--- config.mk ---
export PLATFORM = sky130hd
export DESIGN_NAME = boot_mode_sel
export DESIGN_NICKNAME = d
export VERILOG_FILES = /design/src/rtl/boot_sel_pkg.sv /design/src/rtl/bsel_sync.sv /design/src/rtl/bsel_mc_tick.sv /design/src/rtl/bsel_hold_ctr.sv /design/src/rtl/bsel_mode_dec.sv /design/src/rtl/boot_mode_sel.sv
export SDC_FILE = /design/constraint.sdc
export NUM_CORES = 1
export LEC_CHECK = 0
export BUFFER_PORTS_ARGS = -buffer_cell sky130_fd_sc_hd__buf_4
export CORE_ASPECT_RATIO = 1.1
export CORE_MARGIN = 8
export CORE_UTILIZATION = 54
export DETAILED_ROUTE_END_ITERATION = 12
export PLACE_DENSITY = 0.74
export REMOVE_ABC_BUFFERS = 1
export SYNTH_ARGS = -nofsm -noshare
export SYNTH_HDL_FRONTEND = slang
export SYNTH_SLANG_ARGS = --single-unit
--- constraint.sdc ---
create_clock -name clk -period 1.5 [get_ports clk]
set_input_delay 0.45 -clock clk [delete_from_list [all_inputs] [get_ports clk]]
set_output_delay 0.45 -clock clk [all_outputs]
set_load 0.02 [all_outputs]
--- src/rtl/boot_sel_pkg.sv ---
package boot_sel_pkg;

   // Boot decision captured on the release cycle
   typedef struct packed {
      logic host;
      logic fetch_int;
   } boot_dec_t;

   localparam boot_dec_t BOOT_DEC_RESET = '{host: 1'b0, fetch_int: 1'b1};

   // Width needed to hold a count strictly above the host threshold
   function automatic int hold_cnt_width(input int host_min);
      return $clog2(host_min + 2);
   endfunction

endpackage

--- src/rtl/bsel_sync.sv ---
module bsel_sync #(
   parameter int                WIDTH   = 1,
   parameter int                STAGES  = 2,
   parameter logic [WIDTH-1:0]  RST_VAL = '0
) (
   input  logic             clk,
   input  logic             rst_n,
   input  logic [WIDTH-1:0] d,
   output logic [WIDTH-1:0] q
);

   logic [STAGES-1:0][WIDTH-1:0] pipe;

   always_ff @(posedge clk or negedge rst_n) begin
      if (!rst_n) begin
         pipe <= {STAGES{RST_VAL}};
      end else begin
         pipe <= {pipe[STAGES-2:0], d};
      end
   end

   assign q = pipe[STAGES-1];

endmodule

--- src/rtl/bsel_mc_tick.sv ---
module bsel_mc_tick #(
   parameter int CLKS_PER_MC = 12
) (
   input  logic clk,
   input  logic rst_n,
   output logic tick
);

   generate
      if (CLKS_PER_MC == 1) begin : g_every_clk
         logic run_q;
         always_ff @(posedge clk or negedge rst_n) begin
            if (!rst_n) run_q <= 1'b0;
            else        run_q <= 1'b1;
         end
         assign tick = run_q;
      end else begin : g_divider
         localparam int               DIV_W = $clog2(CLKS_PER_MC);
         localparam logic [DIV_W-1:0] LAST  = DIV_W'(CLKS_PER_MC - 1);
         logic [DIV_W-1:0] div_q;
         always_ff @(posedge clk or negedge rst_n) begin
            if (!rst_n)             div_q <= '0;
            else if (div_q == LAST) div_q <= '0;
            else                    div_q <= div_q + 1'b1;
         end
         assign tick = (div_q == LAST);
      end
   endgenerate

endmodule

--- src/rtl/bsel_hold_ctr.sv ---
module bsel_hold_ctr #(
   parameter int CNT_W       = 4,
   parameter int RST_QUAL_MC = 2
) (
   input  logic             clk,
   input  logic             rst_n,
   input  logic             tick,
   input  logic             rst_lvl,
   output logic [CNT_W-1:0] cnt,
   output logic [CNT_W-1:0] cnt_next,
   output logic             qualified
);

   localparam logic [CNT_W-1:0] CNT_MAX = '1;
   localparam logic [CNT_W-1:0] QUAL_V  = CNT_W'(RST_QUAL_MC);

   always_comb begin
      if (!rst_lvl)            cnt_next = '0;
      else if (cnt == CNT_MAX) cnt_next = cnt;
      else                     cnt_next = cnt + 1'b1;
   end

   assign qualified = rst_lvl && (cnt_next >= QUAL_V);

   always_ff @(posedge clk or negedge rst_n) begin
      if (!rst_n)    cnt <= '0;
      else if (tick) cnt <= cnt_next;
   end

endmodule

--- src/rtl/bsel_mode_dec.sv ---
module bsel_mode_dec
   import boot_sel_pkg::*;
#(
   parameter int CNT_W       = 4,
   parameter int HOST_MIN_MC = 10
) (
   input  logic             clk,
   input  logic             rst_n,
   input  logic             tick,
   input  logic             rst_lvl,
   input  logic             strb_lvl,
   input  logic             ea_lvl,
   input  logic             cfg_int_only,
   input  logic [CNT_W-1:0] cnt_next,
   input  logic             qualified,
   output logic             core_rst,
   output logic             host_req,
   output boot_dec_t        dec
);

   localparam logic [CNT_W-1:0] HOST_V = CNT_W'(HOST_MIN_MC);

   logic strb_prev;
   logic strb_fall;
   logic release_now;

   assign strb_fall   = strb_prev && !strb_lvl;
   assign release_now = !rst_lvl && core_rst;

   always_ff @(posedge clk or negedge rst_n) begin
      if (!rst_n) begin
         strb_prev <= 1'b0;
         host_req  <= 1'b0;
      end else if (tick) begin
         strb_prev <= strb_lvl;
         if (!rst_lvl)
            host_req <= 1'b0;
         else if (strb_fall && (cnt_next > HOST_V))
            host_req <= 1'b1;
      end
   end

   always_ff @(posedge clk or negedge rst_n) begin
      if (!rst_n) begin
         core_rst <= 1'b1;
         dec      <= BOOT_DEC_RESET;
      end else if (tick) begin
         if (qualified) begin
            core_rst <= 1'b1;
            dec.host <= 1'b0;
         end else if (release_now) begin
            core_rst      <= 1'b0;
            dec.host      <= host_req;
            dec.fetch_int <= cfg_int_only | ea_lvl;
         end
      end
   end

endmodule

--- src/rtl/boot_mode_sel.sv ---
module boot_mode_sel
   import boot_sel_pkg::*;
#(
   parameter int CLKS_PER_MC = 12,
   parameter int SYNC_STAGES = 2,
   parameter int RST_QUAL_MC = 2,
   parameter int HOST_MIN_MC = 10
) (
   input  logic clk,
   input  logic por_n,
   input  logic rst_pin,
   input  logic strobe_pin,
   input  logic ext_acc_pin,
   input  logic cfg_int_only,
   output logic core_rst,
   output logic host_mode,
   output logic fetch_internal
);

   localparam int CNT_W = hold_cnt_width(HOST_MIN_MC);

   // Elaboration-time parameter checks
   generate
      if (CLKS_PER_MC < 1) begin : g_bad_mc
         $error("CLKS_PER_MC must be at least 1");
      end
      if (SYNC_STAGES < 2) begin : g_bad_sync
         $error("SYNC_STAGES must be at least 2");
      end
      if (RST_QUAL_MC < 1) begin : g_bad_qual
         $error("RST_QUAL_MC must be at least 1");
      end
      if (HOST_MIN_MC < RST_QUAL_MC) begin : g_bad_host
         $error("HOST_MIN_MC must not be below RST_QUAL_MC");
      end
   endgenerate

   // Pin order in the synchronized vector: {strap, strobe, reset}
   logic [2:0] pins_s;
   logic       rst_s, strb_s, ea_s;
   logic       mc_tick;
   logic [CNT_W-1:0] hold_cnt, hold_next;
   logic       hold_ok;
   logic       host_req;
   boot_dec_t  dec;

   bsel_sync #(
      .WIDTH  (3),
      .STAGES (SYNC_STAGES),
      .RST_VAL(3'b110)
   ) u_sync (
      .clk  (clk),
      .rst_n(por_n),
      .d    ({ext_acc_pin, strobe_pin, rst_pin}),
      .q    (pins_s)
   );

   assign rst_s  = pins_s[0];
   assign strb_s = pins_s[1];
   assign ea_s   = pins_s[2];

   bsel_mc_tick #(
      .CLKS_PER_MC(CLKS_PER_MC)
   ) u_tick (
      .clk  (clk),
      .rst_n(por_n),
      .tick (mc_tick)
   );

   bsel_hold_ctr #(
      .CNT_W      (CNT_W),
      .RST_QUAL_MC(RST_QUAL_MC)
   ) u_hold (
      .clk      (clk),
      .rst_n    (por_n),
      .tick     (mc_tick),
      .rst_lvl  (rst_s),
      .cnt      (hold_cnt),
      .cnt_next (hold_next),
      .qualified(hold_ok)
   );

   bsel_mode_dec #(
      .CNT_W      (CNT_W),
      .HOST_MIN_MC(HOST_MIN_MC)
   ) u_dec (
      .clk         (clk),
      .rst_n       (por_n),
      .tick        (mc_tick),
      .rst_lvl     (rst_s),
      .strb_lvl    (strb_s),
      .ea_lvl      (ea_s),
      .cfg_int_only(cfg_int_only),
      .cnt_next    (hold_next),
      .qualified   (hold_ok),
      .core_rst    (core_rst),
      .host_req    (host_req),
      .dec         (dec)
   );

   assign host_mode      = dec.host;
   assign fetch_internal = dec.fetch_int;

endmodule

# Yosys cells after proc, flatten, opt, wreduce, memory -nomap -nowiden
# Cells that the tools add are included.
# Widths: inputs -> output; s select.
[classes]
add_sub_neg = 2
n_reduce_logical = 10
n_lt_le_gt_ge = 2
eq_ne = 3
bitwise_logic = 2
mux = 9
[ops]
columns = ["operator", "count"]
rows = [
  ["$mux 4", 3],
  ["$add 4x1->4 const B", 2],
  ["$eq 4x4->1 const B", 2],
  ["$mux 1", 5],
  ["$ge 4x2->1 const B", 1],
  ["$gt 4x4->1 const B", 1],
  ["$logic_and 1x1->1", 4],
  ["$reduce_and 2->1", 2],
  ["$reduce_and 3->1", 1],
  ["$logic_not 1->1", 2],
  ["$mux 2", 1],
  ["$ne 2x1->1 const B", 1],
  ["$reduce_bool 2->1", 1],
  ["$not 1->1", 1],
  ["$or 1x1->1", 1],
]
[word_totals]
in_bits = 6
word_cells = 37
reg_bits = 19

# Longest topological paths before layout
# Gate-level depths: netlist of the first run.
[logic_depth]
word_depth = 7
depth_mapped = 5

# Cells and area by module
# Synthesis of the first run repeated with hierarchy kept, for this count alone.
[unflattened]
hier_cells = 77
hier_area_um2 = 893.4
[modules_own_cells]
columns = ["mod", "cells_each", "instances", "area_per_inst_um2", "seq_area_each_um2"]
rows = [
  ["bsel_hold_ctr", 35, 1, 289.0, 100.1],
  ["bsel_mode_dec", 19, 1, 252.7, 127.6],
  ["bsel_sync", 9, 1, 177.7, 155.1],
  ["bsel_mc_tick", 14, 1, 173.9, 100.1],
]

# Worst setup path before layout of the first run
# Ideal clock, no wire load.
[synth_timing]
kind = "reg-to-reg"
from = "register u_hold.cnt[0]"
to = "register u_dec.host_req"
path_stages_with_launch = 5
synth_period_minus_slack_ps = 1389
arrival_time_ps = 1253
required_ps = 1364
path_slack_ps = 111
n_path_buf = 0
setup_time_ps = 136
cell_sequence = "dfrtp_1 ha_1 or2_2 a21boi_0 o41ai_2"
[synth_via]
elab_chain_cells = 7
elab_cells_between_ends = 8
classes_between = "1 x add/sub; 1 x order compare; 2 x eq/ne; 2 x mux; 2 x reduce/logical"
[synth_rtl]
columns = ["element", "line_no", "source"]
rows = [
  ["from (decl)", "bsel_hold_ctr.sv:9", "output logic [CNT_W-1:0] cnt,"],
  ["from (signal assigned)", "bsel_hold_ctr.sv:27", "else if (tick) cnt <= cnt_next;"],
  ["$add 4x1->4 / $eq 4x4->1 (equally long branches)", "bsel_hold_ctr.sv:20, bsel_hold_ctr.sv:19", ""],
  ["$mux 4 *", "bsel_hold_ctr.sv:19", "else if (cnt == CNT_MAX) cnt_next = cnt;"],
  ["$mux 4 *", "bsel_hold_ctr.sv:18", "if (!rst_lvl) cnt_next = '0;"],
  ["$gt 4x4->1 *", "bsel_mode_dec.sv:38", "else if (strb_fall && (cnt_next > HOST_V))"],
  ["$logic_and 1x1->1 *", "bsel_mode_dec.sv:38", ""],
  ["$ne 2x1->1 (no source line) *", "-", ""],
  ["$reduce_and 2->1 (no source line) *", "-", ""],
  ["to (signal assigned)", "bsel_mode_dec.sv:33", "host_req <= 1'b0;"],
  ["to (signal assigned)", "bsel_mode_dec.sv:37", "host_req <= 1'b0;"],
  ["to (signal assigned)", "bsel_mode_dec.sv:39", "host_req <= 1'b1;"],
  ["to (decl)", "bsel_mode_dec.sv:17", "output logic host_req,"],
]
# Every way passes the cells marked *; elsewhere a longest branch is shown, timed or not.
# A chain may end at the register's enable or synchronous reset.

# Worst setup path in the final report of the first run
[layout_timing]
from = "register u_tick.g_divider.div_q[0]"
to = "register, netlist name u_dec.dec[1]"
[layout_via]
elab_chain_cells = 2
[layout_rtl]
columns = ["element", "line_no", "source"]
rows = [
  ["from (decl)", "bsel_mc_tick.sv:20", "logic [DIV_W-1:0] div_q;"],
  ["from (signal assigned)", "bsel_mc_tick.sv:24", "else div_q <= div_q + 1'b1;"],
  ["$eq 4x4->1", "bsel_mc_tick.sv:26", "assign tick = (div_q == LAST);"],
  ["$reduce_and 2->1 (no source line)", "-", ""],
]
# No other way between the ends.

==> reports/metrics.cfg, run 1 <==
[run_status]
status=completed

[route]
wl_um=1570
ant_nets=0
via_count=630
drtIter0Drc=10
drcViolationCount=0
viasPerCell=5.83
wire_per_inst_um=14.5
firstDrtPassIters=4

[worst_setup_path]
crit_type=reg -> reg
worst_path_max_delay_cell=dfrtp_1
crit_required_ns=1.69
start_kind=flop
worstPathMaxFanout=5
worstPathArrival_ns=1.62
worst_setup_path_end_kind=flop
worstSetupStartpoint=u_tick.g_divider.div_q[0]
critPathMaxStageDelay_ns=0.41
crit_chain=ha_1 > and4bb_4 > a32o_1 > a31o_1
r2r_start=u_tick.g_divider.div_q[0]

[timing]
rsz0062_at_grt=no
tns_ns=0
layout_min_cycle_time_ns=1.44
fmax_mhz=697
worst_pin_slew_ns=0.258
fin_crit_sh=0.957
final.setup_skew_ns=0.00171
slew_headroom=0.825
finalHoldViolations=0
final_max_slew_viol_count=0
finalSetupViolCount=0
hold_ws_ns=0.00878

[clock_network]
cts_max_path_buffers=2
cts.clk_slew.worst_paths_ns=0.11
cts_tree=done
root_buffer=clkbuf_4
clkLatencyLatePin_ns=0.29
cts_sinks=19
cts_buffers=3
cts_max_level=1

[floorplanning]
die_w_um=53.7
rows=15
core_mm2=0.00152
die_y_um=57.4
ios=9
start_util=0.555
die-area_mm2=0.00308

[synth]
synth_cell_types=27
synthCells=73
ys_warn_count=0
syn_avg_cell_area_um2=11.6
yosysSeqAreaShare=0.573
synth-seq-cells=19
syn-cell-area_um2=843

[grt]
grt_use_total=0.119
gr-total-overflow=0
grt_pass1_wl_um=2760
grt_max_degree=20
antenna_found_initial=0
grt_pass1_vias=609

[place]
numPortBuffers=8
placed_area_um2=947
gp_congestion=0.758
dp_hpwl_um=1140

[layout]
layout_commonest_cell=buf_4
ff_latch_area_um2=483
diodes=0
drive_gt1_frac=0.352
fin_area_mm2=0.00101
most-common-layout-cells=buf_4 (16), dfrtp_1 (13), o21ai_0 (7)
syn_to_final_growth_pct=19.9
nNetsFinal=100
final_util=0.665
nFillCells=126
multiInputGateArea_um2=352

[pwr]
switching_share=0.235
p_switching_mw=0.209
pwr-share-clk=0.281
combPwrFrac=0.102
seqPwrFrac=0.617
internal_power_mw=0.681
peakVddDrop_mv=0.719
powerDensity_mw_per_mm2=880
p_leak_nw=0.440

[flow_run]
maxCapViolCount=0

[min_path]
min_path_type=in -> async

## kinds of logic (layout without fill, tap and decap cells)
group / count (synthesis) / in the layout / synth area share
fa+ha+maj: 2 / 2 / 0.0297
buf+inv: 4 / 22 / 0.0267
compound gates: 23 / 23 / 0.185
flops: 19 / 19 / 0.573
simple gates: 25 / 25 / 0.185
## registers in the layout, indices dropped and copies added (netlist names)
signal	count
u_dec.core_rst	1
u_dec.dec	2
u_dec.host_req	1
u_dec.strb_prev	1
u_hold.cnt	4
u_sync.pipe	3
u_sync.q	3
u_tick.g_divider.div_q	4
## timing repair
action	4_1_cts	5_1_grt
hold buffers	0	0
pin swaps	0	1
gates resized for setup	0	2
hold endpoints to repair	0	0
gates cloned	0	0
setup buffers	1	2
setup endpoints to repair	1	5
## synthesized netlist by cell type
library cell / count / share of area
a21boi_1: 1 / 0.0089
a32o_1: 1 / 0.012
o21ai_0: 7 / 0.042
or2_2: 1 / 0.0074
nand4bb_1: 1 / 0.013
nand2_1: 5 / 0.022
buf_4: 2 / 0.018
a21oi_1: 4 / 0.024
inv_1: 2 / 0.0089
dfstp_2: 6 / 0.19
and4_1: 2 / 0.021
a21boi_0: 1 / 0.0089
a31o_2: 1 / 0.010
ha_1: 2 / 0.030
o311ai_1: 1 / 0.010
nand2b_1: 3 / 0.022
dfrtp_1: 13 / 0.39
nand3_1: 5 / 0.030
nor2_1: 3 / 0.013
o211ai_1: 1 / 0.0089
and4bb_4: 1 / 0.019
and3b_1: 1 / 0.010
a31o_1: 1 / 0.010
a21o_1: 1 / 0.0089
nand3b_1: 3 / 0.027
a31oi_1: 3 / 0.022
o41ai_2: 1 / 0.019
## cell type report
class,instances,share of cell area
Inverter,2,0.00743
Clock inverter,1,0.00495
Sequential cell,19,0.478
Multi-Input combinational cell,50,0.348
Timing Repair Buffer,16,0.119
Tap cell,17,0.0210
Clock buffer,3,0.0223
## power groups by stage
stage	Combinational, mW	Clock [mW]	Sequential, mW
4_1_cts	0.0864	0.260	0.548
6_report	0.0907	0.250	0.549
2_1_floorplan	0.0300	0	0.562
3_3_place_gp	0.0765	0	0.559
3_5_place_dp	0.0791	0	0.561
5_1_grt	0.103	0.283	0.553
## metrics by stage
| stage | std cells | power [mW] | setup WS [ns] |
|---|---|---|---|
| final | 108 | 0.890 | 0.0647 |
| after global routing | 108 | 0.939 | 0.00665 |
| after CTS | 106 | 0.895 | 0.0299 |
| after detailed placement | 101 | 0.640 | 0.0513 |
| after global placement | 101 | 0.635 | 0.0905 |
| after floorplan | 71 | 0.592 | 0.111 |
## path summary, 6_finish.rpt
kind / to / slack (ns) / depth (start not counted)
max in group asynchronous: u_sync.pipe[2] / 1.24 / 1
min in group clk: u_sync.pipe[2] / 0.26 / 1
setup reg to reg: u_dec.dec[1] / 0.06 / 4
setup / recovery: u_dec.dec[1] / 0.06 / 4
hold reg to reg: u_sync.q[2] / 0.36 / 0
hold / removal: u_hold.cnt[1] / 0.009 / 1
## metal layers
layer  up-vias  routed length, um  global-route usage
met4         0                 17              0.0542
met3         2                 67              0.0338
met2        14                797               0.182
li1        308                  -                   -
met1       306                684               0.148
met5         -                  0                   0
## critical path: cells and delay by family, from the launching register on
family	cells	cell delay, ns
AO/OA/AOI/OAI	2	0.44
flip-flops	1	0.41
AND/OR/NAND/NOR	1	0.23
adder cells (fa/ha/maj)	1	0.25
Power figures use the tool's default switching activity.
==> inputs of run 2 (changes only) <==
- BUFFER_PORTS_ARGS: -buffer_cell sky130_fd_sc_hd__buf_4 -> not set
- CORE_UTILIZATION: 54 -> 55
- DONT_BUFFER_PORTS: not set -> 1
- PLACE_DENSITY: 0.74 -> 0.7
==> run 2 against run 1 <==
Compared with the run above:
- sequential share of layout area grew 3.0 points
- critical path type unchanged
- total power shrank 2.7%
- clock power is essentially flat
- utilization shrank 3.1 points
- sequential power grew 2%
- register-to-register slack is essentially flat
- cell count shrank 7.4%
- global-route usage shrank 0.68 points
- count of clock-buffer cells in the layout is the same
- setup slack gained 0.011 ns
==> reports/metrics.cfg, run 2 (same netlist as run 1, synthesis figures left out) <==
[timing]
slew_headroom=0.459  ; was 0.825
hold_ws_ns=0.141  ; was 0.00878 ns
worst_pin_slew_ns=0.808  ; was 0.258 ns
final.setup_skew_ns=0.00420  ; was 0.00171 ns
rsz0062_at_grt=no  ; unchanged
fmax_mhz=702  ; was 697 MHz
final_max_slew_viol_count=0  ; unchanged
fin_crit_sh=0.949  ; was 0.957
finalSetupViolCount=0  ; unchanged
layout_min_cycle_time_ns=1.42  ; was 1.44 ns
finalHoldViolations=0  ; unchanged
tns_ns=0  ; unchanged

[pwr]
power_mw=0.866  ; was 0.890 mW
internal_power_mw=0.663  ; was 0.681 mW
switching_share=0.235  ; about the same
seqPwrFrac=0.645  ; was 0.617
p_switching_mw=0.203  ; was 0.209 mW
powerDensity_mw_per_mm2=909  ; was 880 mW/mm2
p_leak_nw=0.402  ; was 0.440 nW
combPwrFrac=0.067  ; was 0.102
pwr-share-clk=0.288  ; was 0.281
peakVddDrop_mv=0.674  ; was 0.719 mV

[worst_setup_path]
worstSetupStartpoint=u_tick.g_divider.div_q[0]  ; unchanged
crit_chain=ha_1 > and4bb_4 > a32o_1 > a31o_1  ; unchanged
worst_path_max_delay_cell=dfrtp_1  ; unchanged
crit_type=reg -> reg  ; unchanged
cp_top_family=compound AO/OA/AOI/OAI gates  ; unchanged
worstPathArrival_ns=1.62  ; about the same
crit_path_end=u_dec.dec[1]  ; unchanged
r2r-end=u_dec.dec[1]  ; unchanged
reg2reg_depth=4  ; unchanged
worstPathMaxFanout=5  ; unchanged
critPathMaxStageDelay_ns=0.41  ; about the same
start_kind=flop  ; unchanged
path_buf_inv=0  ; unchanged
cp.depth=4  ; unchanged
r2r_slack_ns=0.08  ; was 0.06 ns
worst_setup_path_end_kind=flop  ; unchanged
r2r_start=u_tick.g_divider.div_q[0]  ; unchanged
crit_required_ns=1.69  ; about the same

[route]
drcViolationCount=0  ; unchanged
drtIter0Drc=6  ; was 10
firstDrtPassIters=4  ; unchanged
viasPerCell=5.91  ; was 5.83
via_count=591  ; was 630
ant_nets=0  ; unchanged
wl_um=1550  ; was 1570 um
wire_per_inst_um=15.5  ; was 14.5 um

[min_path]
min_path_type=in -> reg  ; was in -> async

[run_status]
status=completed  ; unchanged

[place]
dp_hpwl_um=1130  ; was 1140 um
placed_area_um2=880  ; was 947 um2
numPortBuffers=0  ; was 8
dp_cells=92  ; was 101
gp_congestion=0.736  ; was 0.758

[layout]
multiInputGateArea_um2=350  ; was 352 um2
nFillCells=122  ; was 126
most-common-layout-cells=dfrtp_1 (13), o21ai_0 (7), buf_4 (7)  ; was buf_4 (16), dfrtp_1 (13), o21ai_0 (7)
fin_area_um2=952  ; was 0.00101 mm2
ff_latch_area_um2=483  ; unchanged
drive_gt1_frac=0.265  ; was 0.352
fin_cells=100  ; was 108
nNetsFinal=92  ; was 100
diodes=0  ; unchanged
layout_commonest_cell=dfrtp_1  ; was buf_4
largestRegisters=u_hold.cnt x4, u_tick.g_divider.div_q x4  ; unchanged
syn_to_final_growth_pct=12.9  ; was 19.9%

[floorplanning]
die-area_mm2=0.00304  ; was 0.00308 mm2
core_mm2=0.00150  ; was 0.00152 mm2
rows=15  ; unchanged
start_util=0.562  ; was 0.555
die_w_um=53.3  ; was 53.7 um
die_y_um=57.1  ; was 57.4 um
ios=9  ; unchanged

[flow_run]
maxCapViolCount=0  ; unchanged

[grt]
grt_pass1_vias=569  ; was 609
grt_use_total=0.112  ; was 0.119
antenna_found_initial=0  ; unchanged
gr-total-overflow=0  ; unchanged
grt_pass1_wl_um=2560  ; was 2760 um
grt_max_degree=20  ; unchanged

[clock_network]
cts_tree=done  ; unchanged
cts_buffers=3  ; unchanged
cts_sinks=19  ; unchanged
root_buffer=clkbuf_4  ; unchanged
cts.clk_slew.worst_paths_ns=0.10  ; was 0.11 ns
clkLatencyLatePin_ns=0.29  ; about the same
cts_max_level=1  ; unchanged
cts_max_path_buffers=2  ; unchanged

[run 2: per-layer routing]
layer  wire [um]  vias to the layer above  track usage
met5           0                        -            0
met4          31                        0       0.0650
met3          45                        4       0.0364
met2         772                        7        0.169
met1         697                      287        0.134
li1            -                      293            -
[run 2: metrics by stage]
stage                     worst slack (ns)   util
after global routing                0.0258  0.634
final                               0.0761  0.634
after CTS                           0.0304  0.611
after detailed placement            0.0614  0.586
after global placement              0.0558  0.586
after floorplan                      0.111      -
[run 2: area by class of cell]
class | count | area share
inverter | 2 | 0.00788
timing repair buffer | 8 | 0.0657
sequential | 19 | 0.507
multi-input combinational | 50 | 0.368
clock buffer | 3 | 0.0237
clock inverter | 1 | 0.00526
tap | 17 | 0.0223
[run 2: what timing repair did]
item,in CTS,in global routing
buffers inserted,0,3
endpoints found under the setup margin,0,2
hold buffers,1,0
gates resized for setup,0,2
hold endpoints to repair,19,0
[run 2: worst register-to-register path, cell delays in order, from the launching register on]
cell and delay (ns):
dfrtp_1 0.41, ha_1 0.25, and4bb_4 0.24, a32o_1 0.26
a31o_1 0.18
[run 2: worst min path at each step]
stage,start,end,depth (start not counted)
after global placement,por_n,u_tick.g_divider.div_q[2],0
after CTS,ext_acc_pin,u_sync.pipe[2],0
final,ext_acc_pin,u_sync.pipe[2],0
after global routing,ext_acc_pin,u_sync.pipe[2],0
after detailed placement,por_n,u_tick.g_divider.div_q[3],0
after floorplan,por_n,u_dec.dec[1],0
[run 2: power groups by stage]
stage / clock, mW / sequential (mW) / combinational (mW)
global route: 0.284 / 0.561 / 0.0664
finish: 0.249 / 0.559 / 0.0580
CTS: 0.264 / 0.557 / 0.0533
floorplan: 0 / 0.562 / 0.0300
global placement: 0 / 0.565 / 0.0410
detailed placement: 0 / 0.566 / 0.0416
